===== src/rtl/rx_fifo_pkg.sv =====
package rx_fifo_pkg;
  localparam int unsigned DEF_DEPTH  = 32;
  localparam int unsigned DEF_WORD_W = 32;

  function automatic int unsigned idx_inc(int unsigned idx, int unsigned depth);
    return (idx == depth - 1) ? 0 : idx + 1;
  endfunction

  function automatic int unsigned idx_dec(int unsigned idx, int unsigned depth);
    return (idx == 0) ? depth - 1 : idx - 1;
  endfunction
endpackage


===== src/rtl/rx_fifo_ctrl.sv =====
module rx_fifo_ctrl
  import rx_fifo_pkg::*;
#(
  parameter int unsigned DEPTH = DEF_DEPTH,
  parameter int unsigned PW    = $clog2(DEPTH),
  parameter int unsigned CW    = $clog2(DEPTH + 1)
) (
  input  logic          clk_i,
  input  logic          rst_ni,
  input  logic          wr_stb_i,
  input  logic          rd_en_i,
  input  logic          half_sel_i,
  output logic          wr_en_o,
  output logic [PW-1:0] wr_addr_o,
  output logic [PW-1:0] rd_addr_o,
  output logic          rd_fetch_o,
  output logic [CW-1:0] count_o
);
  logic [PW-1:0] wptr_q, rptr_q;
  logic [CW-1:0] count_q;
  logic has_data, is_full, pop, push, ovw;

  assign has_data = (count_q != '0);
  assign is_full  = (count_q == CW'(DEPTH));
  assign pop      = rd_en_i & half_sel_i & has_data;
  // a retire in the same cycle frees the slot, so no overwrite then
  assign push     = wr_stb_i & (~is_full | pop);
  assign ovw      = wr_stb_i & is_full & ~pop;

  assign wr_en_o    = push | ovw;
  assign wr_addr_o  = ovw ? PW'(idx_dec(int'(wptr_q), DEPTH)) : wptr_q;
  assign rd_addr_o  = rptr_q;
  assign rd_fetch_o = rd_en_i & has_data;
  assign count_o    = count_q;

  always_ff @(posedge clk_i or negedge rst_ni) begin
    if (!rst_ni) begin
      wptr_q  <= '0;
      rptr_q  <= '0;
      count_q <= '0;
    end else begin
      if (push) wptr_q <= PW'(idx_inc(int'(wptr_q), DEPTH));
      if (pop)  rptr_q <= PW'(idx_inc(int'(rptr_q), DEPTH));
      unique case ({push, pop})
        2'b10:   count_q <= count_q + 1'b1;
        2'b01:   count_q <= count_q - 1'b1;
        default: count_q <= count_q;
      endcase
    end
  end
endmodule


===== src/rtl/rx_fifo_store.sv =====
module rx_fifo_store
  import rx_fifo_pkg::*;
#(
  parameter int unsigned DEPTH  = DEF_DEPTH,
  parameter int unsigned WORD_W = DEF_WORD_W,
  parameter int unsigned PW     = $clog2(DEPTH),
  parameter int unsigned HW     = WORD_W / 2
) (
  input  logic              clk_i,
  input  logic              rst_ni,
  input  logic              wr_en_i,
  input  logic [PW-1:0]     wr_addr_i,
  input  logic [WORD_W-1:0] wr_word_i,
  input  logic              rd_fetch_i,
  input  logic [PW-1:0]     rd_addr_i,
  input  logic              half_sel_i,
  output logic [HW-1:0]     rd_data_o
);
  logic [WORD_W-1:0] mem_q [DEPTH];
  logic [WORD_W-1:0] rd_word;
  logic [HW-1:0]     half [2];

  always_ff @(posedge clk_i) begin
    if (wr_en_i) mem_q[wr_addr_i] <= wr_word_i;
  end

  assign rd_word = mem_q[rd_addr_i];

  for (genvar h = 0; h < 2; h++) begin : g_half
    assign half[h] = rd_word[h*HW +: HW];
  end

  always_ff @(posedge clk_i or negedge rst_ni) begin
    if (!rst_ni)         rd_data_o <= '0;
    else if (rd_fetch_i) rd_data_o <= half[half_sel_i];
  end
endmodule


===== src/rtl/rx_fifo_flags.sv =====
module rx_fifo_flags #(
  parameter int unsigned DEPTH    = 32,
  parameter int unsigned HF_LEVEL = DEPTH / 2,
  parameter int unsigned CW       = $clog2(DEPTH + 1)
) (
  input  logic [CW-1:0] count_i,
  output logic          data_rdy_no,
  output logic          half_full_no,
  output logic          full_no
);
  assign data_rdy_no  = (count_i == '0);
  assign half_full_no = (count_i < CW'(HF_LEVEL));
  assign full_no      = (count_i != CW'(DEPTH));
endmodule


===== src/rtl/rx_word_fifo.sv =====
module rx_word_fifo
  import rx_fifo_pkg::*;
#(
  parameter int unsigned DEPTH  = DEF_DEPTH,
  parameter int unsigned WORD_W = DEF_WORD_W
) (
  input  logic                clk_i,
  input  logic                rst_ni,
  input  logic                wr_stb_i,
  input  logic [WORD_W-1:0]   wr_word_i,
  input  logic                rd_en_i,
  input  logic                half_sel_i,
  output logic [WORD_W/2-1:0] rd_data_o,
  output logic                data_rdy_no,
  output logic                half_full_no,
  output logic                full_no
);
  localparam int unsigned PW = $clog2(DEPTH);
  localparam int unsigned CW = $clog2(DEPTH + 1);
  localparam int unsigned HW = WORD_W / 2;

  logic          wr_en, rd_fetch;
  logic [PW-1:0] wr_addr, rd_addr;
  logic [CW-1:0] count;

  rx_fifo_ctrl #(.DEPTH(DEPTH), .PW(PW), .CW(CW)) u_ctrl (
    .clk_i      (clk_i),
    .rst_ni     (rst_ni),
    .wr_stb_i   (wr_stb_i),
    .rd_en_i    (rd_en_i),
    .half_sel_i (half_sel_i),
    .wr_en_o    (wr_en),
    .wr_addr_o  (wr_addr),
    .rd_addr_o  (rd_addr),
    .rd_fetch_o (rd_fetch),
    .count_o    (count)
  );

  rx_fifo_store #(.DEPTH(DEPTH), .WORD_W(WORD_W), .PW(PW), .HW(HW)) u_store (
    .clk_i      (clk_i),
    .rst_ni     (rst_ni),
    .wr_en_i    (wr_en),
    .wr_addr_i  (wr_addr),
    .wr_word_i  (wr_word_i),
    .rd_fetch_i (rd_fetch),
    .rd_addr_i  (rd_addr),
    .half_sel_i (half_sel_i),
    .rd_data_o  (rd_data_o)
  );

  rx_fifo_flags #(.DEPTH(DEPTH), .HF_LEVEL(DEPTH / 2), .CW(CW)) u_flags (
    .count_i      (count),
    .data_rdy_no  (data_rdy_no),
    .half_full_no (half_full_no),
    .full_no      (full_no)
  );
endmodule


===== config.mk =====
export PLATFORM = sky130hd
export DESIGN_NAME = rx_word_fifo
export DESIGN_NICKNAME = d
export VERILOG_FILES = /design/src/rtl/rx_fifo_pkg.sv /design/src/rtl/rx_fifo_ctrl.sv /design/src/rtl/rx_fifo_store.sv /design/src/rtl/rx_fifo_flags.sv /design/src/rtl/rx_word_fifo.sv
export SDC_FILE = /design/constraint.sdc
export NUM_CORES = 1
export LEC_CHECK = 0
export CORE_AREA = 5 5 410 372
export CTS_BUF_LIST = sky130_fd_sc_hd__clkbuf_8
export CTS_CLUSTER_DIAMETER = 150
export DETAILED_ROUTE_END_ITERATION = 8
export DIE_AREA = 0 0 415 377
export PLACE_DENSITY_LB_ADDON = 0.15
export SLEW_MARGIN = 15
export SYNTH_ARGS = -nofsm -noshare
export SYNTH_HDL_FRONTEND = slang
export SYNTH_SLANG_ARGS = --single-unit

===== constraint.sdc =====
create_clock -name clk_i -period 4.5 [get_ports clk_i]
set_input_delay 0.9 -clock clk_i [delete_from_list [all_inputs] [get_ports clk_i]]
set_output_delay 0.9 -clock clk_i [all_outputs]
set_load 0.02 [all_outputs]

; After elaboration in Yosys (flattened, before gate mapping)
; Memories as Yosys holds them, arrays and structs flattened.
; Cells that the tools add are included.
[op_classes]
bitwise = 11
n_reduce_logical = 4
eq_ne = 6
muxes = 10
n_addsub = 5
order_cmp = 2
[ops]
columns = op, count
row1 = $mux 16, 3
row2 = $mux 5, 4
row3 = $pmux 6 s2, 1
row4 = $add 5x1->5 const B, 2
row5 = $eq 5x5->1 const B, 2
row6 = $add 6x1->6 const B, 1
row7 = $and 1x1->1, 6
row8 = $eq 6x6->1 const B, 1
row9 = $logic_not 6->1, 1
row10 = $lt 6x5->1 const B, 1
row11 = $ne 6x6->1 const B, 1
row12 = $reduce_bool 6->1, 1
row13 = $sub 6x1->6 const B, 1
row14 = $logic_not 5->1, 1
row15 = $sub 5x1->5 const B, 1
row16 = $eq 2x1->1 const B, 1
row17 = $eq 2x2->1 const B, 1
row18 = $ge 2x2->1 const B, 1
row19 = $mux 1, 2
row20 = $not 1->1, 2
row21 = $not 1->2, 1
row22 = $or 1x1->1, 2
row23 = $reduce_bool 2->1, 1
[totals]
n_memories = 1
in_bits = 37
out_inout_bits = 19
wordCells = 43
register_bits = 32
ram_bits = 1024
[mem_list]
columns = memory, depth, width, rd, rd_ports_with_merged_regs, write_ports, line
row1 = u_store.mem_q, 32, 32, 1, 0, 1, rx_fifo_store.sv:19  ; logic [WORD_W-1:0] mem_q [DEPTH];

; Longest topological paths before layout
[logic_depth]
depth_word = 7
ltp_mapped = 10
depth_no_buf = 9

; Modules after synthesis
; From an unflattened synthesis, not the netlist that was laid out.
[hier_totals]
hier_cells = 2042
area_unflattened_um2 = 41088.2
[by_module_without_submodules]
columns = module, seq_area_each_um2, instances, area_each_um2, cells_each
row1 = rx_fifo_store, 31149.9, 1, 39903.3, 1918
row2 = rx_fifo_ctrl, 400.4, 1, 1153.6, 119
row3 = rx_fifo_flags, 0.0, 1, 31.3, 5

; Worst setup path after synthesis
; No wires, ideal clock.
[synth_timing]
kind = input-to-reg
from = input port rd_en_i
to = memory u_store.mem_q[0][0] (netlist name) (enable)
setup_slack_ns = 0.351
required_time_ns = 4.079
setup_ns = 0.421
n_path_buf = 2
t_arrival_ns = 3.728
stages = 8
path_cell_list = and2_1 clkbuf_1 nor4b_4 buf_6 nand3_2 and2_4 or4_4 nor2_1
[synth_between]
elab_chain_cells = 7
word_cells_on_any_way = 10
classes_between = mux: 3 / bitwise: 7
[synth_rtl]
columns = element, line
row1 = from (decl), rx_word_fifo.sv:11  ; input logic rd_en_i,
row2 = $and 1x1->1 (*) (2 in a row), rx_fifo_ctrl.sv:25  ; assign pop = rd_en_i & half_sel_i & has_data;
row3 = $or 1x1->1 / $not 1->1 (equally long branches), "rx_fifo_ctrl.sv:27, rx_fifo_ctrl.sv:28"
row4 = "$and 1x1->1, on equally long branches", "rx_fifo_ctrl.sv:27, rx_fifo_ctrl.sv:28"
row5 = $or 1x1->1, rx_fifo_ctrl.sv:30  ; assign wr_en_o = push | ovw;
row6 = $mux 1, rx_fifo_store.sv:24  ; if (wr_en_i) mem_q[wr_addr_i] <= wr_word_i;
row7 = $mux 1 (implied by the code), rx_fifo_store.sv:24
row8 = to (decl), rx_fifo_store.sv:19
; Every way passes the cells marked *; elsewhere a longest branch is shown, timed or not.

; Final worst setup path
[layout_timing]
from = register u_ctrl.count_q[1] (netlist: u_ctrl.count_o[1])
to = output port data_rdy_no
[layout_between]
elab_chain_cells = 1
[layout_rtl]
columns = element, line
row1 = from (decl), rx_fifo_ctrl.sv:20  ; logic [CW-1:0] count_q;
row2 = from (signal assigned), rx_fifo_ctrl.sv:45  ; 2'b10: count_q <= count_q + 1'b1;
row3 = from (signal assigned), rx_fifo_ctrl.sv:46  ; 2'b01: count_q <= count_q - 1'b1;
row4 = from (signal assigned), rx_fifo_ctrl.sv:47  ; default: count_q <= count_q;
row5 = $logic_not 6->1, rx_fifo_flags.sv:11  ; assign data_rdy_no = (count_i == '0);
row6 = to (decl), rx_word_fifo.sv:14  ; output logic data_rdy_no,
; No other way between the ends.

==> results.md <==
- Cells after Synth: 2148
- Syn_area_per_cell: around 19 µm²
- Seq/Total Area, Yosys: between 70% and 80%
- Clock Latency Late Sink: ~0.88 ns
- Share of cells above drive strength 1: 20.02%
- Fin. Hold Viols: 0
- Clock Power Share: 29.3%
- Synth unique cells: 50
- Maxcap violations: 0
- Final Cycle Share: 87.14%
- # clock sinks: 1056
- Drt first pass iters: 6
- Worst Setup EP: data_rdy_no
- Die Width: ~420 µm
- Total core area: 147500 µm²
- Leak: 15.69 nW
- Minimum clock period: 3.921 ns
- WL/cell: 24.99 µm
- Crit Path Class: register to output port
- Clk pin slew, worst setup/hold paths: 0.06 ns
- Setup TNS: 0 ns
- Least-Margin Pin Slew: 1.084 ns
- Crit Path Max Fanout: 7
- RR Startpoint: u_ctrl.count_o[1]
- Dpl ws: 0.1430 ns
- Num CTS Buffers: 184
- Switching Fraction: a little under a third
- Final setup violation count: 0
- Vias per cell: 4.720
- Row count: approximately 130
- Worst r2r path cells: 6
- Fmax: 255.0 MHz
- Die area: 156500 µm²
- Flop pwr share: between 40 and 50%
- Largest net degree at the start of global routing: 65
- Dpl hpwl: 67690 µm
- Total global routing overflow: 0
- DRT iter0 DRCs: between 1.5k and 2k
- Starting density of the core: 27.84%
- Clock buffer depth: 3
- CTS root buf: clkbuf_8
- FILL cells: about 14k
- Vias in the first global route: 22.45k
- Initial antenna violation count: 5
- Fin. max-slew vios: 0
- Power Density: about 560 nW/µm²
- Port-buffer cells: 55
- First-pass GRT wire length: about 160000 µm
- Gpl congestion: roughly 0.8
- Area Overhead vs Synth: 17.54%
- Syn nets: 2191
- RSZ-0062 raised after global routing: no
- CTS H-tree lvls: 4
- Setup Buffers After CTS: 0
- Flops & latches, synth: 1056
- Routed wire length: 112500 µm
- Post-synth EDFFs: 1024
- Worst EP required: ~3.6 ns
- Clock skew: 0.03345 ns
- Startpoint types: register
- Logic gate share of total power: 26.6%
- P_sw: ~8.7 mW
- # DRC: 0
- Layout Nets: roughly 2.4k
- Syn Std Cell Area: 41080 µm²
- Final ANT Viol Nets: 0
- IO Pins: 56
- Via count: about 21k
- Reg2reg end: u_store.mem_q[4][22]
- Crit end category: output port
- Crit path DAT: 3.02 ns
- CTS tree: done
- Post-synth top flop: edfxtp_1
- Int Pwr: roughly 18 mW
- Die Height: 377 µm
- Synth warn: 0
- R2R Setup Slk: 0.76 ns
- Total track usage: about 14%
- Max IR drop VDD: approximately 0.00026 V
- Worst Hold Class: input port to async pin
- Post-cts hold buffer count: 0
- Setup WS post-layout: ~0.58 ns
- Status: completed
- Worst slew margin: between 20% and 30%
- Crit. Startpoint: u_ctrl.count_o[1]
- Async S/R FF share, synth: 3.030%
- Gates resized, CTS repair: 0
[worst min-delay path by stage]
| stage | startpoint | endpoint | cells after the start |
|---|---|---|---|
| after floorplan | u_ctrl.count_o[3] | u_ctrl.count_o[3] | 1 |
| after global placement | u_ctrl.count_o[3] | u_ctrl.count_o[3] | 1 |
| after detailed placement | u_ctrl.count_o[3] | u_ctrl.count_o[3] | 1 |
| after CTS | rst_ni | u_ctrl.count_o[1] | 1 |
| after global routing | rst_ni | u_ctrl.count_o[4] | 1 |
| final | rst_ni | u_ctrl.count_o[3] | 1 |
[power by group through the flow]
stage / Combinational [mW] / Sequential, mW / Clock (mW)
2_1_floorplan: 4.46 / 11.9 / 0
3_3_place_gp: 7.26 / 12.2 / 0
3_5_place_dp: 7.32 / 12.2 / 0
4_1_cts: 7.33 / 12.0 / 8.24
5_1_grt: 7.68 / 12.0 / 8.70
6_report: 7.19 / 12.0 / 7.92
[state kept, by name, summed over array words and instances (netlist names)]
signal	count
u_store.mem_q	1024
u_store.rd_data_o	16
u_ctrl.rd_addr_o	5
u_ctrl.count_o	6
u_ctrl.wptr_q	5
[worst max-delay path: stages, from the launching register on]
cell	delay, ns
dfrtp_1	0.45
or4_4	0.59
or2_1	0.35
nor2_1	0.16
clkdlybuf4s50_1	0.63
[cells by family after synthesis]
group,after synthesis,synth area share [%]
AOI/OAI and AO/OA,317,5.549
xor gates and xnor gates,8,0.1705
adders and majority gates,6,0.1827
buffers and inverters,130,1.349
DFF,1056,76.80
muxes,472,13.89
and+or+nand+nor,159,2.056
[synthesized netlist by cell type (2+ instances only)]
master | count | area share (%)
nor4_1 | 15 | 0.23
nand2_1 | 16 | 0.15
a32oi_1 | 2 | 0.043
or2_2 | 2 | 0.030
o21ai_1 | 3 | 0.037
buf_2 | 47 | 0.57
o211ai_1 | 16 | 0.29
mux4_2 | 78 | 4.3
clkbuf_1 | 71 | 0.65
a221o_1 | 16 | 0.39
and2_1 | 3 | 0.046
nand3_1 | 27 | 0.33
and4_1 | 2 | 0.043
nand2b_1 | 5 | 0.076
a31oi_1 | 15 | 0.23
o22ai_1 | 3 | 0.046
mux2_2 | 6 | 0.16
nand4_1 | 3 | 0.046
and3_1 | 19 | 0.29
a22o_1 | 15 | 0.32
edfxtp_1 | 1024 | 75
inv_1 | 3 | 0.027
mux2i_1 | 388 | 9.5
ha_1 | 6 | 0.18
or4_4 | 3 | 0.082
buf_1 | 8 | 0.073
a22oi_1 | 179 | 3.3
xor2_1 | 4 | 0.085
nor2b_1 | 5 | 0.076
nor2_1 | 47 | 0.43
xnor2_1 | 4 | 0.085
a21oi_1 | 34 | 0.41
dfrtp_1 | 32 | 1.9
o21ai_0 | 26 | 0.32
nor3_1 | 6 | 0.073
[cell usage in the layout (no fill, tap or decap), types with 4 or more instances in the layout]
cell type        netlist  routed
a21oi_1               34      34
a221o_1               16      16
a22o_1                15      15
a22oi_1              179     179
a31oi_1               15      15
and3_1                19      19
buf_12                 0      23
buf_2                 47      22
buf_4                  0      94
clkbuf_8               0     196
clkdlybuf4s50_1        0      33
clkinv_1               0      47
clkinv_2               0      17
clkinvlp_4             0       5
dfrtp_1               32      29
diode_2                0       9
edfxtp_1            1024    1024
ha_1                   6       6
inv_1                  3      60
mux2_2                 6       6
mux2i_1              388     388
mux4_2                78      78
nand2_1               16      16
nand2b_1               5       4
nand3_1               27      27
nor2_1                47      12
nor2_4                 0      34
nor3_1                 6       6
nor4_1                15      15
o211ai_1              16      16
o21ai_0               26      26
xnor2_1                4       4
xor2_1                 4       4
[metal layers]
metal	vias up	part of all wire, %	track usage, %
met1	11250	46	19.70
li1	9356	-	-
met3	151	4.3	2.493
met5	-	0	0
met2	496	48	22.96
met4	0	1.8	4.102
[cell type report]
cell class / instances / area [µm²] / area share [%]
clock buffers: 196 / 2698 / 5.587
flip-flops and latches: 1056 / 31560 / 65.36
multi-input cells: 962 / 9266 / 19.19
diodes: 9 / 22.52 / 0.04664
clock inverters: 131 / 599.3 / 1.241
inverters: 3 / 11.26 / 0.02332
well taps: 1972 / 2467 / 5.110
repair buffers: 174 / 1662 / 3.441
[stage by stage]
stage / total power, mW / std cells / utilization (%) / hold WS, ns / cell area [µm²]
after floorplan: 16.38 / 2148 / - / 0.4764 / 41080
after global placement: 19.42 / 4165 / 30.44 / 0.4993 / 44910
after detailed placement: 19.50 / 4165 / 30.44 / 0.5045 / 44910
after CTS: 27.55 / 4492 / 32.68 / 0.1177 / 48210
after global routing: 28.39 / 4495 / 32.71 / 0.1857 / 48270
final: 27.08 / 4503 / 32.73 / 0.1944 / 48290
No activity file was read; power rests on OpenSTA's default activity.
